==> src/rtl/tts_pkg.sv <==
package tts_pkg;
  localparam int unsigned NUM_SRC = 16;

  typedef enum logic [3:0] {
    SRC_RST  = 4'd0,
    SRC_EN   = 4'd1,
    SRC_UPD  = 4'd2,
    SRC_CMP  = 4'd3,
    SRC_OC1  = 4'd4,
    SRC_OC2  = 4'd5,
    SRC_OC3  = 4'd6,
    SRC_OC4  = 4'd7,
    SRC_OC5  = 4'd8,
    SRC_OC6  = 4'd9,
    SRC_E4   = 4'd10,
    SRC_E6   = 4'd11,
    SRC_R4R6 = 4'd12,
    SRC_R4F6 = 4'd13,
    SRC_R5R6 = 4'd14,
    SRC_R5F6 = 4'd15
  } src_e;
endpackage

==> src/rtl/tts_regs.sv <==
module tts_regs #(
  parameter int unsigned DW        = 32,
  parameter int unsigned AW        = 2,
  parameter int unsigned SEL1_LSB  = 4,
  parameter int unsigned SEL1_W    = 3,
  parameter int unsigned SEL2_LSB  = 20,
  parameter int unsigned SEL2_W    = 4,
  parameter bit          HAS_TRGO2 = 1'b1
) (
  input  logic              clk_i,
  input  logic              rst_ni,
  input  logic              we_i,
  input  logic [AW-1:0]     addr_i,
  input  logic [DW-1:0]     wdata_i,
  output logic [DW-1:0]     rdata_o,
  output logic [SEL1_W-1:0] sel1_o,
  output logic [SEL2_W-1:0] sel2_o,
  output logic              ug_o
);
  localparam logic [AW-1:0] ADDR_CTRL = '0;
  localparam logic [AW-1:0] ADDR_EVT  = AW'(1);

  logic wr_ctrl, wr_evt;
  assign wr_ctrl = we_i && (addr_i == ADDR_CTRL);
  assign wr_evt  = we_i && (addr_i == ADDR_EVT);

  logic [SEL1_W-1:0] sel1_q;
  always_ff @(posedge clk_i or negedge rst_ni) begin
    if (!rst_ni)      sel1_q <= '0;
    else if (wr_ctrl) sel1_q <= wdata_i[SEL1_LSB +: SEL1_W];
  end
  assign sel1_o = sel1_q;

  generate
    if (HAS_TRGO2) begin : g_sel2
      logic [SEL2_W-1:0] sel2_q;
      always_ff @(posedge clk_i or negedge rst_ni) begin
        if (!rst_ni)      sel2_q <= '0;
        else if (wr_ctrl) sel2_q <= wdata_i[SEL2_LSB +: SEL2_W];
      end
      assign sel2_o = sel2_q;
    end else begin : g_nosel2
      assign sel2_o = '0;
    end
  endgenerate

  // update-generation strobe: one cycle, never stored
  logic ug_q;
  always_ff @(posedge clk_i or negedge rst_ni) begin
    if (!rst_ni) ug_q <= 1'b0;
    else         ug_q <= wr_evt && wdata_i[0];
  end
  assign ug_o = ug_q;

  always_comb begin
    rdata_o = '0;
    if (addr_i == ADDR_CTRL) begin
      rdata_o[SEL1_LSB +: SEL1_W] = sel1_q;
      rdata_o[SEL2_LSB +: SEL2_W] = sel2_o;
    end
  end

  assert_ug_self_clear_R9: assert property (@(posedge clk_i) disable iff (!rst_ni)
    (ug_q && !(wr_evt && wdata_i[0])) |=> !ug_q);
endmodule

==> src/rtl/tts_src.sv <==
module tts_src
  import tts_pkg::*;
#(
  parameter int unsigned N_OC = 6
) (
  input  logic               clk_i,
  input  logic               rst_ni,
  input  logic               ev_reset_i,
  input  logic               ev_enable_i,
  input  logic               ev_update_i,
  input  logic               ev_cmp_i,
  input  logic               ug_i,
  input  logic [N_OC-1:0]    oc_ref_i,
  output logic [NUM_SRC-1:0] src_o
);
  localparam int unsigned I4 = 3;
  localparam int unsigned I5 = 4;
  localparam int unsigned I6 = 5;

  logic [N_OC-1:0] oc_q, rise, fall;
  always_ff @(posedge clk_i or negedge rst_ni) begin
    if (!rst_ni) oc_q <= '0;
    else         oc_q <= oc_ref_i;
  end
  assign rise = oc_ref_i & ~oc_q;
  assign fall = ~oc_ref_i & oc_q;

  assign src_o[SRC_RST] = ev_reset_i;
  assign src_o[SRC_EN]  = ev_enable_i;
  assign src_o[SRC_UPD] = ev_update_i | ug_i;
  assign src_o[SRC_CMP] = ev_cmp_i;

  generate
    for (genvar k = 0; k < N_OC; k++) begin : g_lvl
      assign src_o[int'(SRC_OC1) + k] = oc_ref_i[k];
    end
  endgenerate

  assign src_o[SRC_E4]   = rise[I4] | fall[I4];
  assign src_o[SRC_E6]   = rise[I6] | fall[I6];
  assign src_o[SRC_R4R6] = rise[I4] | rise[I6];
  assign src_o[SRC_R4F6] = rise[I4] | fall[I6];
  assign src_o[SRC_R5R6] = rise[I5] | rise[I6];
  assign src_o[SRC_R5F6] = rise[I5] | fall[I6];
endmodule

==> src/rtl/tts_mux.sv <==
module tts_mux #(
  parameter int unsigned SEL_W = 3,
  parameter bit          EN    = 1'b1
) (
  input  logic                clk_i,
  input  logic                rst_ni,
  input  logic [SEL_W-1:0]    sel_i,
  input  logic [2**SEL_W-1:0] src_i,
  output logic                out_o
);
  generate
    if (EN) begin : g_on
      logic out_q;
      always_ff @(posedge clk_i or negedge rst_ni) begin
        if (!rst_ni) out_q <= 1'b0;
        else         out_q <= src_i[sel_i];
      end
      assign out_o = out_q;
    end else begin : g_off
      logic unused_in;
      assign unused_in = ^{sel_i, src_i};
      assign out_o = 1'b0;
    end
  endgenerate
endmodule

==> src/rtl/tmr_trig_sel.sv <==
module tmr_trig_sel
  import tts_pkg::*;
#(
  parameter int unsigned DW        = 32,
  parameter int unsigned AW        = 2,
  parameter int unsigned N_OC      = 6,
  parameter bit          HAS_TRGO2 = 1'b1
) (
  input  logic            clk_i,
  input  logic            rst_ni,
  input  logic            reg_we_i,
  input  logic [AW-1:0]   reg_addr_i,
  input  logic [DW-1:0]   reg_wdata_i,
  output logic [DW-1:0]   reg_rdata_o,
  input  logic            ev_reset_i,
  input  logic            ev_enable_i,
  input  logic            ev_update_i,
  input  logic            ev_cmp_i,
  input  logic [N_OC-1:0] oc_ref_i,
  output logic            trgo_o,
  output logic            trgo2_o
);
  localparam int unsigned SEL1_W   = 3;
  localparam int unsigned SEL2_W   = $clog2(NUM_SRC);
  localparam int unsigned SEL1_LSB = 4;
  localparam int unsigned SEL2_LSB = 20;

  logic [SEL1_W-1:0]  sel1;
  logic [SEL2_W-1:0]  sel2;
  logic               ug;
  logic [NUM_SRC-1:0] src;

  tts_regs #(
    .DW(DW), .AW(AW), .SEL1_LSB(SEL1_LSB), .SEL1_W(SEL1_W),
    .SEL2_LSB(SEL2_LSB), .SEL2_W(SEL2_W), .HAS_TRGO2(HAS_TRGO2)
  ) u_regs (
    .clk_i(clk_i), .rst_ni(rst_ni), .we_i(reg_we_i), .addr_i(reg_addr_i),
    .wdata_i(reg_wdata_i), .rdata_o(reg_rdata_o),
    .sel1_o(sel1), .sel2_o(sel2), .ug_o(ug)
  );

  tts_src #(.N_OC(N_OC)) u_src (
    .clk_i(clk_i), .rst_ni(rst_ni),
    .ev_reset_i(ev_reset_i), .ev_enable_i(ev_enable_i),
    .ev_update_i(ev_update_i), .ev_cmp_i(ev_cmp_i),
    .ug_i(ug), .oc_ref_i(oc_ref_i), .src_o(src)
  );

  tts_mux #(.SEL_W(SEL1_W), .EN(1'b1)) u_mux1 (
    .clk_i(clk_i), .rst_ni(rst_ni), .sel_i(sel1),
    .src_i(src[2**SEL1_W-1:0]), .out_o(trgo_o)
  );

  tts_mux #(.SEL_W(SEL2_W), .EN(HAS_TRGO2)) u_mux2 (
    .clk_i(clk_i), .rst_ni(rst_ni), .sel_i(sel2),
    .src_i(src), .out_o(trgo2_o)
  );

  // cycles since reset, saturating at 2, gates $past-based checks
  logic [1:0] warm_q;
  always_ff @(posedge clk_i or negedge rst_ni) begin
    if (!rst_ni)              warm_q <= '0;
    else if (warm_q != 2'd2)  warm_q <= warm_q + 2'd1;
  end

  assert_oc6_level_R5: assert property (@(posedge clk_i) disable iff (!rst_ni)
    (warm_q == 2'd2 && $past(sel2) == SEL2_W'(SRC_OC6)) |-> (trgo2_o == $past(oc_ref_i[5])));

  assert_r4r6_cause_R7: assert property (@(posedge clk_i) disable iff (!rst_ni)
    (warm_q == 2'd2 && $past(sel2) == SEL2_W'(SRC_R4R6) && trgo2_o) |->
      (($past(oc_ref_i[3]) && !$past(oc_ref_i[3], 2)) ||
       ($past(oc_ref_i[5]) && !$past(oc_ref_i[5], 2))));

  assert_upd_follow_R4: assert property (@(posedge clk_i) disable iff (!rst_ni)
    (warm_q != 2'd0 && $past(sel1) == 3'd2) |-> (trgo_o == $past(ev_update_i || ug)));

  generate
    if (!HAS_TRGO2) begin : g_absent_chk
      assert_absent_rd_zero_R3: assert property (@(posedge clk_i) disable iff (!rst_ni)
        (reg_rdata_o[SEL2_LSB +: SEL2_W] == '0) && !trgo2_o);
    end
  endgenerate
endmodule

==> config.mk <==
export PLATFORM = sky130hd
export DESIGN_NAME = tmr_trig_sel
export DESIGN_NICKNAME = d
export VERILOG_FILES = /design/src/rtl/tts_pkg.sv /design/src/rtl/tts_regs.sv /design/src/rtl/tts_src.sv /design/src/rtl/tts_mux.sv /design/src/rtl/tmr_trig_sel.sv
export SDC_FILE = /design/constraint.sdc
export NUM_CORES = 1
export LEC_CHECK = 0
export BUFFER_PORTS_ARGS = -buffer_cell sky130_fd_sc_hd__buf_4
export CAP_MARGIN = 10
export CORE_ASPECT_RATIO = 2
export CORE_MARGIN = 3
export CORE_UTILIZATION = 26
export DETAILED_ROUTE_END_ITERATION = 8
export MAX_ROUTING_LAYER = met4
export SETUP_SLACK_MARGIN = 0.5
export SLEW_MARGIN = 20
export SYNTH_ARGS = -nofsm -noshare
export SYNTH_HDL_FRONTEND = slang
export SYNTH_SLANG_ARGS = --single-unit
==> constraint.sdc <==
create_clock -name clk_i -period 1.97 [get_ports clk_i]
set_input_delay 0 -clock clk_i [delete_from_list [all_inputs] [get_ports clk_i]]
set_output_delay 0 -clock clk_i [all_outputs]
set_load 0.02 [all_outputs]
==> results_dict.tcl <==
set metrics [dict create \
    min_period_ns 1.469 \
    fp.dieH_um 89.88 \
    synth-seq-cells 13 \
    synth_top_cell_by_area "dfrtp_1" \
    layout-drive-gt1-share 0.3902 \
    synth-main-ff-cell "dfrtp_1" \
    timing.fmax_mhz 680.8 \
    drc 0 \
    power_density_mw_per_mm2 731.3 \
    yosysTopAreaCellShare 0.3557 \
    setup-violations-final 0 \
    grt_antenna_before_repair 0 \
    grt.total_usage 0.1009 \
    via_per_inst 4.331 \
    regToRegSetupSlack_ns 0.50 \
    dieArea_mm2 0.004309 \
    pwr-share-clk 0.266 \
    maxCapViolCount 0 \
    setup_tns_ns 0 \
    grt_max_degree 14 \
    m1WireLength_um 622 \
    cts_sinks 13 \
    power_leakage_uw 0.0006321 \
    clk_latency_ns 0.25 \
    syn_area_um2 914.6 \
    cts-root-buf "clkbuf_8" \
    overflow 0 \
    grt_pass1_wl_mm 3.105 \
    ys_types 20 \
    violations "negative hold slack" \
    ys_seq_area_frac 0.3557 \
    critical_path_class "reg2reg" \
    firstDrtPassIters 2 \
    critPathLaunchType "flip-flop" \
    yosysMostFrequentCell "buf_4" \
    post_cts_buffers 0 \
    endpoint_kind "flip-flop" \
    synth-edff-count 0 \
    maxSlewViolCount 0 \
    power_frac_comb 0.337 \
    internal-power_uw 618.1 \
    hpwlAfterDp_mm 1.610 \
    skew_ns 0.008638 \
    cp.arrival_ns 1.60 \
    die_x_um 47.94 \
    path_clk_slew_ns 0.06 \
    vias 667 \
    min_path_type "in2reg" \
    start_util 0.2801 \
    initialDrtViolationCount 14 \
    cts_buffers 3 \
    async_reset_ff_frac 1.000 \
    synthTopCellsByArea "dfrtp_1 36%, buf_4 21%, mux4_2 9.8%" \
    yosysWarnings 0 \
    p_sw_frac 0.3142 \
    cts_tree "done" \
    hold_ws_ns -0.001052 \
    wl_met2_mm 1.092 \
    pin_count 81 \
    top_layer_used "met4" \
    drtAntennaViolNets 0 \
    core_area_mm2 0.003266 \
    fin_crit_sh 0.7456 \
    num-nets-final 174 \
    dp.cells 140 \
    post-place-ws_ns 0.4978 \
    synthTopCellsByCount "25 x buf_4, 13 x dfrtp_1, 8 x and2_1" \
    diodes 0 \
    pwr-share-seq 0.397 \
    routed_wl_mm 1.900 \
    routed-wl-met3_um 160 \
    critPathRequiredTime_ns 2.10 \
    finalWorstSetupSlack_ns 0.5012 \
    status "finished, violations left" \
    grt_pass1_vias 686 \
    rows 29 \
    syn2layout_area_growth_pct 34.75 \
    avgSynthCellArea_um2 11.43 \
    fin_cells 154 \
    p_sw_uw 283.2 \
    ir_drop_uv 437.5 \
    cts_max_path_buffers 2 \
    rsz0062_at_grt "yes" \
    synth_cells 80 \
    gp_congestion 0.7561 \
    portBuffers 31 \
    h-tree-depth 1 \
    path_max_fanout 2 \
    final_hold_viol_count 1 \
    wl_per_cell_um 12.34 \
]
[flip-flops by register name, indices dropped and copies added (netlist names)]
register       cells
u_regs.sel2_o      4
u_regs.sel1_o      3
u_src.oc_q         3
u_mux1.out_o       1
u_mux2.out_o       1
u_regs.ug_o        1
[routing by layer]
layer | track usage | vias up
met5 | - | -
met4 | 0.03371 | 0
met3 | 0.01800 | 4
met2 | 0.1726 | 45
met1 | 0.1093 | 314
li1 | - | 304
[cells in the final DEF, fill, tap and decap left out]
cell type / Yosys / routed
o21ai_1: 1 / 1
o2111ai_1: 1 / 1
and2_1: 8 / 8
mux2i_1: 2 / 2
ha_1: 3 / 3
clkinv_2: 0 / 1
mux4_2: 4 / 4
or2_1: 0 / 1
nand2_1: 1 / 1
mux2_4: 1 / 1
mux2_2: 7 / 7
inv_1: 5 / 5
dlygate4sd3_1: 0 / 10
conb_1: 1 / 25
clkbuf_8: 0 / 3
and4b_1: 1 / 1
nand2b_1: 1 / 1
buf_4: 25 / 32
nor2_1: 1 / 1
mux4_1: 1 / 1
dfrtp_1: 13 / 13
o211ai_1: 1 / 1
[power by group through the flow]
stage	Combinational (µW)	Clock, µW	Sequential [µW]
final	304	240	358
after global routing	330	264	367
after floorplan	220	0	364
after detailed placement	292	0	365
after global placement	285	0	364
after CTS	306	242	361
[worst paths after layout]
path	startpoint	to	depth (start not counted)
min in group asynchronous	rst_ni	u_regs.sel2_o[3]	2
max	u_src.oc_q[5]	u_mux2.out_o	5
min reg2reg	u_regs.sel2_o[2]	u_mux2.out_o	1
max reg2reg	u_src.oc_q[5]	u_mux2.out_o	5
max in group asynchronous	rst_ni	u_regs.sel1_o[1]	2
min	reg_wdata_i[6]	u_regs.sel1_o[2]	2
[metrics by stage]
stage	power [µW]	util	cell area (µm²)
global placement	648.9	0.3326	1086
floorplan	584.6	-	1005
finish	901.3	0.3774	1232
detailed placement	657.1	0.3326	1086
CTS	909.4	0.3743	1222
global route	961.1	0.3774	1232
[layout make-up]
| type | instances | area (µm²) |
|---|---|---|
| clock buffers | 3 | 41.29 |
| inverters | 5 | 18.77 |
| multi-input cells | 59 | 462.9 |
| flip-flops and latches | 13 | 325.3 |
| fillers | 341 | 2033 |
| clock inverters | 1 | 5.005 |
| well taps | 31 | 38.79 |
| repair buffers | 42 | 340.3 |
[cell families after synthesis]
| logic type | synth area share |
|---|---|
| adders and majority gates | 0.04104 |
| AOI/OAI and AO/OA | 0.02326 |
| DFF | 0.3557 |
| other | 0.004100 |
| muxes | 0.2517 |
| and+or+nand+nor | 0.08755 |
| buffers and inverters | 0.2367 |
[what timing repair did]
item	4_1_cts	5_1_grt
hold buffers	9	1
gates resized for setup	1	0
endpoints found under the setup margin	2	2
hold endpoints to repair	21	1
pin swaps	0	1
[worst max-delay path, cell delays in order (launching register included)]
cell and delay, ns:
dfrtp_1 0.38, ha_1 0.27, inv_1 0.03, mux4_2 0.46, mux2i_1 0.16, o21ai_1 0.07
No activity file was read; power rests on OpenSTA's default activity.
